===== src/rtl/dtmf_steer_pkg.sv =====
package dtmf_steer_pkg;

  typedef enum logic [1:0] {
    ST_IDLE  = 2'd0,
    ST_LOAD  = 2'd1,
    ST_VALID = 2'd2
  } steer_state_e;

  localparam int unsigned IDX_W  = 2;
  localparam int unsigned CODE_W = 4;

endpackage


===== src/rtl/dtmf_guard_timer.sv =====
module dtmf_guard_timer #(
  parameter int unsigned LIMIT = 4
) (
  input  logic clk,
  input  logic rst_n,
  input  logic run_i,
  output logic done_o
);
  localparam int unsigned CNT_W = (LIMIT > 1) ? $clog2(LIMIT) : 1;
  localparam logic [CNT_W-1:0] LAST = CNT_W'(LIMIT - 1);

  logic [CNT_W-1:0] cnt_q, cnt_d;
  logic             hit;

  assign hit    = (cnt_q == LAST);
  assign done_o = run_i & hit;

  always_comb begin
    if (!run_i)   cnt_d = '0;
    else if (hit) cnt_d = cnt_q;
    else          cnt_d = cnt_q + CNT_W'(1);
  end

  always_ff @(posedge clk or negedge rst_n) begin
    if (!rst_n) cnt_q <= '0;
    else        cnt_q <= cnt_d;
  end
endmodule


===== src/rtl/dtmf_key_encoder.sv =====
module dtmf_key_encoder
  import dtmf_steer_pkg::*;
(
  input  logic [IDX_W-1:0]  row_i,
  input  logic [IDX_W-1:0]  col_i,
  output logic [CODE_W-1:0] code_o
);
  always_comb begin
    if (col_i == 2'd3) begin
      code_o = CODE_W'(13) + CODE_W'(row_i);
    end else if (row_i == 2'd3) begin
      case (col_i)
        2'd0:    code_o = 4'd11;
        2'd1:    code_o = 4'd10;
        default: code_o = 4'd12;
      endcase
    end else begin
      code_o = CODE_W'(3) * CODE_W'(row_i) + CODE_W'(col_i) + CODE_W'(1);
    end
  end
endmodule


===== src/rtl/dtmf_steer_ctrl.sv =====
module dtmf_steer_ctrl
  import dtmf_steer_pkg::*;
#(
  parameter int unsigned PRES_TICKS = 100000,
  parameter int unsigned ABS_TICKS  = 100000
) (
  input  logic              clk,
  input  logic              rst_n,
  input  logic              tone_valid_i,
  input  logic [IDX_W-1:0]  row_i,
  input  logic [IDX_W-1:0]  col_i,
  input  logic              oe_i,
  input  logic              pwr_down_i,
  output logic              est_o,
  output logic [CODE_W-1:0] dout_o,
  output logic              dout_en_o,
  output logic              dv_o
);
  localparam int unsigned SYNC_STAGES = 2;

  // reset release synchronizer
  logic [SYNC_STAGES-1:0] rst_pipe_q;
  logic                   rst_sync_n;

  always_ff @(posedge clk or negedge rst_n) begin
    if (!rst_n) rst_pipe_q <= '0;
    else        rst_pipe_q <= {rst_pipe_q[SYNC_STAGES-2:0], 1'b1};
  end
  assign rst_sync_n = rst_pipe_q[SYNC_STAGES-1];

  // state
  steer_state_e      state_q, state_d;
  logic              est_q, est_d;
  logic [IDX_W-1:0]  row_q, col_q;
  logic              idx_en;
  logic [CODE_W-1:0] code_q, code_d, enc_code;
  logic              code_en;
  logic              pres_run, pres_done;
  logic              abs_run, abs_done;
  logic              in_load;

  assign est_d  = tone_valid_i & ~pwr_down_i;
  assign idx_en = est_d;

  assign pres_run = est_q  & (state_q == ST_IDLE)  & ~pwr_down_i;
  assign abs_run  = ~est_q & (state_q == ST_VALID) & ~pwr_down_i;

  dtmf_guard_timer #(.LIMIT(PRES_TICKS)) i_pres_timer (
    .clk    (clk),
    .rst_n  (rst_sync_n),
    .run_i  (pres_run),
    .done_o (pres_done)
  );

  dtmf_guard_timer #(.LIMIT(ABS_TICKS)) i_abs_timer (
    .clk    (clk),
    .rst_n  (rst_sync_n),
    .run_i  (abs_run),
    .done_o (abs_done)
  );

  dtmf_key_encoder i_encoder (
    .row_i  (row_q),
    .col_i  (col_q),
    .code_o (enc_code)
  );

  always_comb begin
    state_d = state_q;
    code_en = 1'b0;
    code_d  = enc_code;
    if (pwr_down_i) begin
      state_d = ST_IDLE;
    end else begin
      case (state_q)
        ST_IDLE: if (pres_done) begin
          state_d = ST_LOAD;
          code_en = 1'b1;
        end
        ST_LOAD:  state_d = ST_VALID;
        ST_VALID: if (abs_done) state_d = ST_IDLE;
        default:  state_d = ST_IDLE;
      endcase
    end
  end

  always_ff @(posedge clk or negedge rst_sync_n) begin
    if (!rst_sync_n) begin
      state_q <= ST_IDLE;
      est_q   <= 1'b0;
    end else begin
      state_q <= state_d;
      est_q   <= est_d;
    end
  end

  always_ff @(posedge clk or negedge rst_sync_n) begin
    if (!rst_sync_n) begin
      row_q <= '0;
      col_q <= '0;
    end else if (idx_en) begin
      row_q <= row_i;
      col_q <= col_i;
    end
  end

  always_ff @(posedge clk or negedge rst_sync_n) begin
    if (!rst_sync_n)  code_q <= '0;
    else if (code_en) code_q <= code_d;
  end

  assign in_load   = (state_q == ST_LOAD);
  assign est_o     = est_q;
  assign dv_o      = (state_q == ST_VALID);
  assign dout_en_o = oe_i;
  assign dout_o    = oe_i ? code_q : '0;
endmodule


===== config.mk =====
export PLATFORM = sky130hd
export DESIGN_NAME = dtmf_steer_ctrl
export DESIGN_NICKNAME = d
export VERILOG_FILES = /design/src/rtl/dtmf_steer_pkg.sv /design/src/rtl/dtmf_guard_timer.sv /design/src/rtl/dtmf_key_encoder.sv /design/src/rtl/dtmf_steer_ctrl.sv
export SDC_FILE = /design/constraint.sdc
export NUM_CORES = 1
export LEC_CHECK = 0
export ABC_CLOCK_PERIOD_IN_PS = 1700
export BUFFER_PORTS_ARGS = -buffer_cell sky130_fd_sc_hd__buf_2
export CAP_MARGIN = 20
export CORE_MARGIN = 10
export CORE_UTILIZATION = 39
export DETAILED_ROUTE_END_ITERATION = 10
export PLACE_DENSITY = 0.53
export SLEW_MARGIN = 20
export SYNTH_ARGS = -nofsm -noshare
export SYNTH_HDL_FRONTEND = slang
export SYNTH_SLANG_ARGS = --single-unit

===== constraint.sdc =====
create_clock -name clk -period 1.7 [get_ports clk]
set_input_delay 0.17 -clock clk [delete_from_list [all_inputs] [get_ports clk]]
set_output_delay 0.17 -clock clk [all_outputs]
set_load 0.01 [all_outputs]

==> results.md <==
- Status: finished with violations
- Violated checks: negative setup slack
- DRC viols: 0
- Setup ws final: -212 ps
- Clock buffer count from CTS: 5
- Routed vias: ~2100
- Crit share post-route: 112%
- Sequential area share after synthesis: 46.9%
- Arrival @ worst endpoint: approximately 2100 ps
- Largest net degree at the start of global routing: 46
- Post-synthesis average cell area: approximately 10 sq um
- First drt pass iteration count: 4
- Cells after Synth: 249
- DIE HEIGHT: around 100 microns
- RSZ-0062 raised after global routing: yes
- Max-slew violations: 0
- CTS root buf: clkbuf_8
- Detail Route Antenna Nets: 0
- Post-layout util: a little over half
- Setup TNS: -1820 ps
- Top-count cell post-synth: dfrtp_1
- Placer congestion estimate: a little under 0.8
- Iter 0 DRT Violations: 57
- Initial Utilization: 39.7%
- Worst slew pin tran: 592 ps
- Hold WS: around 93 ps
- Max clock buf depth: 2
- Area grow syn2layout: 38.2%
- Diodes inserted: 0
- Setup CP Type: register to register
- Peak supply drop: approximately 0.00035 V
- Area fraction of the dominant cell type after synthesis: between 40% and 50%
- Post-synth EDFFs: 0
- Min Tclk post-route: ~1900 ps
- Post-synthesis async set-or-reset flop share: between 90% and 100%
- #FFs+latches synth: 47
- Synth Cell Area: roughly 2500 sq um
- Crit path required time: 1900 ps
- Relative slew slack: between 60 and 70%
- Synth area leaders: dfrtp_1 (47%), xnor2_1 (4.9%), nor2_1 (3.4%)
- Die W: 100 microns
- Die area: between 10000 and 15000 sq um
- Total wire length: approximately 5700 microns
- Crit-path cells: fa_1, fa_2, nand2_1, nand3_1, mux2_4
- Crit path capture type: register
- Critical path's largest stage delay: ~600 ps
- LEAKAGE: about 1.5 nW
- Final setup violation count: 17
- Row cnt: 29
- Via density: 5.21
- Crit-path leading delay family: adder cells
- Fin nets: 346
- Worst-path clk slew: 90 ps
- CTS sink count: 47
- Max-cap viol count: 0
- Per-cell routed wire length: around 14 microns
- Syn_nets: approximately 270
- Crit-path max FO: 2
- Gr usage total: approximately 11%
- Clk_lat worst skew: approximately 300 ps
- Most frequent cells after synthesis: dfrtp_1 (47), nor2_1 (23), nand2_1 (19)
- Vias in the first global route: slightly above 2000
- Fill cells: 562
- WP buf/inv: 0
- HP Class: input pin to register
- Critical Path Start Type: register
- Clock Skew: about 11 ps
- CTS tree: built
- Core area: about 6300 sq um
- Gr ovfl total: 0
- First-pass GRT wire length: ~9400 microns
- Port Buf Inserts: 15
- Initial antenna violation count: 0
- PwrDens: between 600 and 700 nW/um^2
- H-tree depth: 2
- Main flop type after synthesis: dfrtp_1
- CP max-delay cell: fa_1
- Leading area contributor after synthesis: dfrtp_1
- Hpwl dp: about 4000 microns
- I/O pin cnt: 16
- Endpoints failing hold: 0
- Layout cells sized above 1: 40.0%
- Fmax: between 0.5 and 0.6 GHz
- Syn. warnings: 0
- Library cells used by synthesis: between 40 and 50
## what timing repair did
| action | 4_1_cts | 5_1_grt |
|---|---|---|
| hold endpoints to repair | 2 | 0 |
| endpoints found under the setup margin | 19 | 28 |
| gates cloned | 0 | 0 |
| pin swaps | 17 | 20 |
| setup buffers | 3 | 7 |
| resized for setup | 15 | 31 |
| hold buffers | 1 | 0 |
## layout make-up
| cell class | count | area, sq um | area share (%) |
|---|---|---|---|
| multi-input combinational | 188 | 1490 | 43.1 |
| inverter | 8 | 30.0 | 0.866 |
| timing repair buffer | 79 | 577 | 16.6 |
| clock inverter | 1 | 5.00 | 0.144 |
| sequential | 47 | 1180 | 34.0 |
| tap | 77 | 96.3 | 2.78 |
| clock buffer | 7 | 86.3 | 2.49 |
## report_power, final
| group | switching, mW | total, mW | internal (mW) |
|---|---|---|---|
| clock network | 0.373 | 0.702 | 0.329 |
| registers | 0.0115 | 1.15 | 1.14 |
| logic | 0.159 | 0.315 | 0.156 |
## per-layer routing
metal | up-vias | part of all wire [%] | global-route usage, %
met5 | - | 0 | 0
met4 | 0 | 0.86 | 3.37
met3 | 5 | 3.2 | 2.47
met2 | 31 | 51 | 18.5
met1 | 1026 | 45 | 14.3
li1 | 1058 | - | -
## cells by family after synthesis
kind of cell               count (synthesis)  share of synthesized area [%]
AOI/OAI and AO/OA                         36                           8.08
xor gates and xnor gates                  19                           6.63
adders and majority gates                  8                           4.59
buffers and inverters                     14                           2.24
DFF                                       47                           46.9
muxes                                      8                           3.94
other                                      1                          0.149
and+or+nand+nor                          116                           27.5
## state kept, by name, summed over array words and instances, names as in the netlist
name	cells
i_abs_timer.cnt_q	17
code_q	4
est_o	1
rst_pipe_q	2
col_q	2
state_q	2
i_pres_timer.cnt_q	17
row_q	2
## layout by cell type, fill, tap and decap left out, types with 3 or more instances in the layout
master    netlist  routed
o21ai_1         6       5
o21ai_2         0       3
ha_1            6       4
buf_2           0      15
buf_6           0       5
nand4_1         7       7
xor2_1          5       5
xnor2_1        14      12
nand3_1         9       7
and2_1          6       6
nor2_1         23      23
a31oi_1         3       3
a21oi_1        14       9
nor4_1         12       5
nand2_1        19      17
inv_1           8       7
clkbuf_8        0       6
nor4_4          1       7
mux2_2          3       3
or3_1           6       4
a21oi_2         0       5
o21ai_0         7       5
buf_4           1      58
mux2_4          3       3
or4_4           0       4
dfrtp_1        47      45
nor3_1          7       6
## worst register-to-register path, delay by kind of cell, from the launching register on
kind / cells / cell delay (ps)
fa+ha+maj: 2 / 1030
flops: 1 / 400
mux: 1 / 260
simple gates: 2 / 120
## worst paths after layout
check / startpoint / depth (start not counted) / to / slack [ps]
min in group asynchronous: rst_n / 2 / rst_pipe_q[0] / 170
max in group asynchronous: rst_pipe_q[1] / 1 / i_pres_timer.cnt_q[9] / 930
max reg2reg: col_q[1] / 5 / code_q[1] / -210
max: col_q[1] / 5 / code_q[1] / -210
min: col_i[0] / 3 / col_q[0] / 90
min reg2reg: rst_pipe_q[1] / 1 / i_pres_timer.cnt_q[3] / 340
## metrics by stage
stage	cell area (sq um)	power, mW	cells	setup slack, ps
3_5_place_dp	3070	1.46	389	-202
5_1_grt	3470	2.28	407	-323
2_1_floorplan	2520	1.37	249	-264
4_1_cts	3260	2.17	400	-201
6_report	3470	2.16	407	-212
3_3_place_gp	3070	1.46	389	-201
(Power assumes the default switching activity.)
